<file path="config.mk">
export PLATFORM = sky130hd
export DESIGN_NAME = dir_update_ctrl
export DESIGN_NICKNAME = d
export VERILOG_FILES = /design/src/rtl/dir_upd_pkg.sv /design/src/rtl/dir_entry_table.sv /design/src/rtl/dir_line_store.sv /design/src/rtl/dir_decide.sv /design/src/rtl/dir_update_ctrl.sv
export SDC_FILE = /design/constraint.sdc
export NUM_CORES = 2
export LEC_CHECK = 0
export BUFFER_PORTS_ARGS = -buffer_cell sky130_fd_sc_hd__buf_2
export CAP_MARGIN = 20
export CORE_MARGIN = 3
export CORE_UTILIZATION = 62
export CTS_CLUSTER_SIZE = 25
export DETAILED_ROUTE_END_ITERATION = 7
export GPL_TIMING_DRIVEN = 1
export PLACE_DENSITY = 0.78
export REMOVE_ABC_BUFFERS = 1
export SLEW_MARGIN = 40
export SYNTH_ARGS = -nofsm -noshare
export SYNTH_HDL_FRONTEND = slang
export SYNTH_SLANG_ARGS = --single-unit
</file>
<file path="constraint.sdc">
create_clock -name clk -period 6.7 [get_ports clk]
set_input_delay 1.34 -clock clk [delete_from_list [all_inputs] [get_ports clk]]
set_output_delay 1.34 -clock clk [all_outputs]
set_load 0.05 [all_outputs]
</file>
<file path="src/rtl/dir_upd_pkg.sv">
package dir_upd_pkg;
   typedef enum logic [1:0] {
      K_WRITE  = 2'd0,
      K_RDMISS = 2'd1,
      K_WRMISS = 2'd2,
      K_NOP    = 2'd3
   } req_kind_e;

   typedef enum logic [1:0] {
      RSP_WACK   = 2'd0,
      RSP_SHARED = 2'd1,
      RSP_EXCL   = 2'd2
   } rsp_kind_e;
endpackage

</file>
<file path="src/rtl/dir_entry_table.sv">
module dir_entry_table #(
   parameter int NC    = 8,
   parameter int LINES = 16,
   localparam int LW   = $clog2(LINES)
) (
   input  logic          clk,
   input  logic          rst_n,
   input  logic [LW-1:0] rd_line,
   output logic [NC-1:0] rd_sharers,
   output logic          rd_excl,
   output logic          rd_busy,
   input  logic          wr_en,
   input  logic [LW-1:0] wr_line,
   input  logic [NC-1:0] wr_sharers,
   input  logic          wr_excl,
   input  logic          wr_set_busy,
   input  logic          clr_en,
   input  logic [LW-1:0] clr_line
);
   logic [NC-1:0] sh_all [LINES];
   logic [LINES-1:0] ex_all;
   logic [LINES-1:0] bz_all;

   for (genvar g = 0; g < LINES; g++) begin : g_line
      logic [NC-1:0] sh_q;
      logic          ex_q;
      logic          bz_q;
      logic          hit_wr;
      logic          hit_clr;

      assign hit_wr  = wr_en  && (wr_line  == LW'(g));
      assign hit_clr = clr_en && (clr_line == LW'(g));

      always_ff @(posedge clk) begin
         if (!rst_n) begin
            sh_q <= '0;
            ex_q <= 1'b0;
            bz_q <= 1'b0;
         end else begin
            if (hit_wr) begin
               sh_q <= wr_sharers;
               ex_q <= wr_excl;
            end
            if (hit_wr && wr_set_busy)
               bz_q <= 1'b1;
            else if (hit_clr)
               bz_q <= 1'b0;
         end
      end

      assign sh_all[g] = sh_q;
      assign ex_all[g] = ex_q;
      assign bz_all[g] = bz_q;
   end

   assign rd_sharers = sh_all[rd_line];
   assign rd_excl    = ex_all[rd_line];
   assign rd_busy    = bz_all[rd_line];
endmodule

</file>
<file path="src/rtl/dir_line_store.sv">
module dir_line_store #(
   parameter int LINES = 16,
   parameter int DW    = 32,
   localparam int LW   = $clog2(LINES)
) (
   input  logic          clk,
   input  logic          rst_n,
   input  logic [LW-1:0] rd_line,
   output logic [DW-1:0] rd_data,
   input  logic          a_we,
   input  logic [LW-1:0] a_line,
   input  logic [DW-1:0] a_data,
   input  logic          b_we,
   input  logic [LW-1:0] b_line,
   input  logic [DW-1:0] b_data
);
   logic [DW-1:0] mem_q [LINES];

   always_ff @(posedge clk) begin
      if (!rst_n) begin
         for (int i = 0; i < LINES; i++) mem_q[i] <= '0;
      end else begin
         if (a_we) mem_q[a_line] <= a_data;
         // writebacks only target lines that block requests, so the ports never collide
         if (b_we) mem_q[b_line] <= b_data;
      end
   end

   assign rd_data = mem_q[rd_line];
endmodule

</file>
<file path="src/rtl/dir_decide.sv">
module dir_decide
   import dir_upd_pkg::*;
#(
   parameter int NC  = 8,
   localparam int SW = $clog2(NC),
   localparam int CW = $clog2(NC + 1)
) (
   input  logic          accept,
   input  logic [1:0]    kind,
   input  logic [SW-1:0] src,
   input  logic [NC-1:0] sharers,
   input  logic          excl,
   output logic          upd_en,
   output logic [NC-1:0] upd_mask,
   output logic          rsp_en,
   output logic [1:0]    rsp_kind,
   output logic [CW-1:0] rsp_count,
   output logic          fwd_en,
   output logic [SW-1:0] owner,
   output logic          tbl_we,
   output logic [NC-1:0] new_sharers,
   output logic          new_excl,
   output logic          set_busy,
   output logic          mem_we
);
   logic [NC-1:0] src_oh;
   logic [NC-1:0] others;
   logic [CW-1:0] others_cnt;

   assign src_oh = {{(NC-1){1'b0}}, 1'b1} << src;
   assign others = sharers & ~src_oh;

   always_comb begin
      others_cnt = '0;
      for (int i = 0; i < NC; i++) others_cnt = others_cnt + CW'(others[i]);
   end

   // lowest set presence bit; an exclusive line has exactly one
   always_comb begin
      owner = '0;
      for (int i = NC - 1; i >= 0; i--)
         if (sharers[i]) owner = SW'(i);
   end

   always_comb begin
      upd_en      = 1'b0;
      upd_mask    = others;
      rsp_en      = 1'b0;
      rsp_kind    = RSP_WACK;
      rsp_count   = others_cnt;
      fwd_en      = 1'b0;
      tbl_we      = 1'b0;
      new_sharers = sharers | src_oh;
      new_excl    = (others == '0);
      set_busy    = 1'b0;
      mem_we      = 1'b0;
      if (accept) begin
         unique case (req_kind_e'(kind))
            K_WRITE: begin
               upd_en = (others != '0);
               rsp_en = 1'b1;
               tbl_we = 1'b1;
               mem_we = 1'b1;
            end
            K_RDMISS, K_WRMISS: begin
               tbl_we = 1'b1;
               if (excl && (others != '0)) begin
                  fwd_en   = 1'b1;
                  new_excl = 1'b0;
                  set_busy = 1'b1;
               end else begin
                  rsp_en   = 1'b1;
                  rsp_kind = (others == '0) ? RSP_EXCL : RSP_SHARED;
               end
            end
            default: ;
         endcase
      end
   end
endmodule

</file>
<file path="src/rtl/dir_update_ctrl.sv">
module dir_update_ctrl #(
   parameter int NC    = 8,
   parameter int LINES = 16,
   parameter int DW    = 32,
   localparam int SW   = $clog2(NC),
   localparam int LW   = $clog2(LINES),
   localparam int CW   = $clog2(NC + 1)
) (
   input  logic          clk,
   input  logic          rst_n,
   input  logic          req_valid,
   output logic          req_ready,
   input  logic [1:0]    req_kind,
   input  logic [SW-1:0] req_src,
   input  logic [LW-1:0] req_line,
   input  logic [DW-1:0] req_data,
   input  logic          wb_valid,
   input  logic [LW-1:0] wb_line,
   input  logic [DW-1:0] wb_data,
   output logic          upd_valid,
   output logic [NC-1:0] upd_mask,
   output logic [LW-1:0] upd_line,
   output logic [DW-1:0] upd_data,
   output logic          rsp_valid,
   output logic [1:0]    rsp_kind,
   output logic [SW-1:0] rsp_dst,
   output logic [CW-1:0] rsp_count,
   output logic [LW-1:0] rsp_line,
   output logic [DW-1:0] rsp_data,
   output logic          fwd_valid,
   output logic [SW-1:0] fwd_owner,
   output logic [SW-1:0] fwd_dst,
   output logic [LW-1:0] fwd_line
);
   if (NC < 2) begin : g_bad_nc
      $error("dir_update_ctrl: NC must be at least 2");
   end
   if (LINES < 2) begin : g_bad_lines
      $error("dir_update_ctrl: LINES must be at least 2");
   end
   if (DW < 1) begin : g_bad_dw
      $error("dir_update_ctrl: DW must be positive");
   end

   logic [NC-1:0] cur_sharers;
   logic          cur_excl;
   logic          cur_busy;
   logic [DW-1:0] cur_data;
   logic          accept;

   logic          d_upd_en, d_rsp_en, d_fwd_en;
   logic [NC-1:0] d_upd_mask;
   logic [1:0]    d_rsp_kind;
   logic [CW-1:0] d_rsp_count;
   logic [SW-1:0] d_owner;
   logic          d_tbl_we, d_new_excl, d_set_busy, d_mem_we;
   logic [NC-1:0] d_new_sharers;

   assign req_ready = !cur_busy;
   assign accept    = req_valid && req_ready;

   dir_entry_table #(.NC(NC), .LINES(LINES)) i_table (
      .clk         (clk),
      .rst_n       (rst_n),
      .rd_line     (req_line),
      .rd_sharers  (cur_sharers),
      .rd_excl     (cur_excl),
      .rd_busy     (cur_busy),
      .wr_en       (d_tbl_we),
      .wr_line     (req_line),
      .wr_sharers  (d_new_sharers),
      .wr_excl     (d_new_excl),
      .wr_set_busy (d_set_busy),
      .clr_en      (wb_valid),
      .clr_line    (wb_line)
   );

   dir_line_store #(.LINES(LINES), .DW(DW)) i_store (
      .clk     (clk),
      .rst_n   (rst_n),
      .rd_line (req_line),
      .rd_data (cur_data),
      .a_we    (d_mem_we),
      .a_line  (req_line),
      .a_data  (req_data),
      .b_we    (wb_valid),
      .b_line  (wb_line),
      .b_data  (wb_data)
   );

   dir_decide #(.NC(NC)) i_decide (
      .accept      (accept),
      .kind        (req_kind),
      .src         (req_src),
      .sharers     (cur_sharers),
      .excl        (cur_excl),
      .upd_en      (d_upd_en),
      .upd_mask    (d_upd_mask),
      .rsp_en      (d_rsp_en),
      .rsp_kind    (d_rsp_kind),
      .rsp_count   (d_rsp_count),
      .fwd_en      (d_fwd_en),
      .owner       (d_owner),
      .tbl_we      (d_tbl_we),
      .new_sharers (d_new_sharers),
      .new_excl    (d_new_excl),
      .set_busy    (d_set_busy),
      .mem_we      (d_mem_we)
   );

   always_ff @(posedge clk) begin
      if (!rst_n) begin
         upd_valid <= 1'b0;
         upd_mask  <= '0;
         upd_line  <= '0;
         upd_data  <= '0;
         rsp_valid <= 1'b0;
         rsp_kind  <= '0;
         rsp_dst   <= '0;
         rsp_count <= '0;
         rsp_line  <= '0;
         rsp_data  <= '0;
         fwd_valid <= 1'b0;
         fwd_owner <= '0;
         fwd_dst   <= '0;
         fwd_line  <= '0;
      end else begin
         upd_valid <= d_upd_en;
         upd_mask  <= d_upd_mask;
         upd_line  <= req_line;
         upd_data  <= req_data;
         rsp_valid <= d_rsp_en;
         rsp_kind  <= d_rsp_kind;
         rsp_dst   <= req_src;
         rsp_count <= d_rsp_count;
         rsp_line  <= req_line;
         rsp_data  <= cur_data;
         fwd_valid <= d_fwd_en;
         fwd_owner <= d_owner;
         fwd_dst   <= req_src;
         fwd_line  <= req_line;
      end
   end
endmodule

</file>
==> flow_summary.ini <==
[status]
outcome = finished clean

[floorplanning]
die-height_um = 249
initial_core_util_pct = 63.2
rows = 88
core_area_um2 = 58100
num_io_pins = 184
die_w_um = 249
die-area_um2 = 62200

[logic_synthesis]
yosys.area.top_type_share_pct = 41.8
yosysTopAreaCell = edfxtp_1
yosys-top-cells-count = nand2_1, edfxtp_1, o31ai_1
async_flop_share_pct = 0
netlist_instances = 3135
synth_seq_cells = 763
synth_area_um2 = 36700
synth_flop_cell = edfxtp_1
yosysWarnings = 0
ys_seq_area_share_pct = 55.5
yosysMostFrequentCell = nand2_1
synth_cell_types = 53
synth_top_cells_by_area = edfxtp_1, dfxtp_1, mux4_2, o31ai_1, nand2_1
synth_edf_count = 512
syn_avg_cell_area_um2 = 11.7

[route]
vias = 27900
drtPass1Iterations = 6
ant_nets = 0
postRouteWirelength_um = 109000
drt_iter0_drc = 4139
drc = 0
routedWlPerCell_um = 27.6
routed_via_density = 7.07

[timing]
max_slew_margin_pct = 41.2
tightest_slew_ns = 0.882
setup_tns_ns = 0
min_period_ns = 5.04
skew_ns = 0.0242
fin_crit_sh_pct = 75.3
finalSetupViolCount = 0
report.final.slew_viol_count = 0
rsz0062_at_grt = no
fin_hold_ws_ns = 0.454
finalHoldViolations = 0
max_freq_ghz = 0.198

[cts]
cts_tree = built
cts_max_level = 3
post-cts-setup-buffers = 0
root_buffer = clkbuf_16
max-clock-path-buffers = 3
hold_buffers = 0
clk_pin_slew_ns = 0.06
worstSkewPairLatency_ns = 0.63
numCtsBuffers = 79
cts_resized = 0
cts_sinks = 763

[place]
hpwl_um = 63600
io_buffers = 183
dpl.cell_count = 3799
routabilityCongestion = 0.868
placed_area_um2 = 38500

[global_routing]
grt_max_degree = 116
grt_pass1_vias = 28300
track_usage_pct = 34.5
grt_overflow = 0
grt_first_pass_wirelength_um = 165000
antenna_found_initial = 10

[worst_hold_path]
hp-start = i_table.g_line[2].bz_q
worstHoldPathCells = 2
min_to = i_table.g_line[2].bz_q
holdCritPathClass = reg -> reg

[cells_and_area]
syn2layout_area_growth_pct = 12.1
drive_gt1_share_pct = 21.6
num-fill-cells = 3834
nNetsFinal = 3209
seqCellArea_um2 = 20400
fin_cells = 3953
multiInputGateArea_um2 = 15100
final_area_um2 = 41200
final_core_util_pct = 70.9

[critical_path]
slowest_stage = mux4_2
critPathLaunchType = primary input
cp.arrival_ns = 5.48
cpPeakStageDelay_ns = 0.59
worstReg2RegStart = i_table.g_line[7].bz_q
cp_max_fo = 61
cp_cell_sequence = buf_8, mux4_2, mux4_2, nor2_1, and2_1, nand2_4, buf_4, buf_4, o31ai_1
reg2reg_slack_ns = 2.58
path_class = in -> reg
endpoint_kind = register
cp.required_ns = 7.13
r2r_end = i_store.mem_q[15][17]
reg2reg_depth = 8

[pwr]
powerDensity_nw_per_um2 = 265
p_leak_nw = 13.4
vdd_drop_max_v = 0.000274

[run]
maxCapViolCount = 0
[layout by cell type, fill, tap and decap left out, types with 6 or more instances in the layout]
master,instances
diode_2,6
o21ai_4,10
dfxtp_1,251
inv_1,14
buf_16,14
nor2_4,25
clkinv_1,8
or3_1,6
clkbuf_16,82
o31ai_1,501
edfxtp_1,512
nand2b_1,10
clkbuf_8,8
o22ai_1,17
nor3_1,11
bufinv_16,8
nor2_1,180
and2_1,75
buf_8,8
clkbuf_1,24
o31ai_2,24
ha_1,6
clkinv_2,9
a211oi_1,97
nor2b_1,6
mux2i_1,34
o221ai_4,6
o211ai_1,7
buf_4,61
nand2_1,693
mux4_2,202
buf_2,178
[final cells by class]
class	instances	area share (%)
Antenna cell	6	0.0364
Timing Repair Buffer	271	4.87
Clock buffer	113	5.43
Tap cell	765	2.32
Inverter	19	0.179
Sequential cell	763	49.5
Multi-Input combinational cell	1984	36.7
Clock inverter	32	0.926
[worst max-delay path: cells and delay by family]
| family | cells | cell delay, ns |
|---|---|---|
| AO/OA/AOI/OAI | 1 | 0.41 |
| buffers and inverters | 3 | 1.33 |
| multiplexers | 2 | 1.11 |
| AND/OR/NAND/NOR | 3 | 1.11 |
[registers in the layout, indices dropped and copies added, names as in the netlist]
signal               cells
i_store.mem_q          512
i_table.g_line.sh_q    128
rsp_data                32
upd_data                32
i_table.g_line.bz_q     16
i_table.g_line.ex_q     16
upd_mask                 8
fwd_line                 4
rsp_count                4
fwd_dst                  3
fwd_owner                3
rsp_kind                 2
fwd_valid                1
rsp_valid                1
upd_valid                1
[logic make-up after synthesis]
group | Yosys count | synth area share (%)
flip-flops | 763 | 55.5
buffers and inverters | 388 | 4.58
AND/OR/NAND/NOR | 1040 | 11.6
adder cells (fa/ha/maj) | 10 | 0.422
AO/OA/AOI/OAI | 692 | 14.4
multiplexers | 241 | 13.5
XOR/XNOR | 1 | 0.0238
[worst max-delay path by stage]
stage                             to  slack [ns]   startpoint
3_3_place_gp            rsp_count[2]        1.19  req_line[0]
2_1_floorplan   i_store.mem_q[11][0]        0.52  req_line[0]
4_1_cts                 rsp_count[2]        1.73  req_line[0]
3_5_place_dp            rsp_count[2]        1.09  req_line[0]
6_report       i_store.mem_q[15][17]        1.66  req_line[0]
5_1_grt                 rsp_count[2]        1.56  req_line[0]
[power breakdown]
part           switching, mW  internal, mW
clock network           1.85          2.64
logic                  0.751         0.355
registers             0.0697          5.27
[per-layer routing]
metal	GRT usage [%]	share of wire, %	up-vias
li1	-	-	11700
met3	9.21	14	461
met5	0	0.052	-
met2	55.1	47	2276
met4	18.8	5.4	8
met1	43.3	33	13400
[stage by stage]
step                      setup slack, ns  total power, mW
after floorplan                     0.517             6.03
after global placement               1.19             6.46
after detailed placement             1.09             6.51
after CTS                            1.73             10.9
after global routing                 1.56             11.2
final                                1.66             10.9
Power figures use the tool's default switching activity.
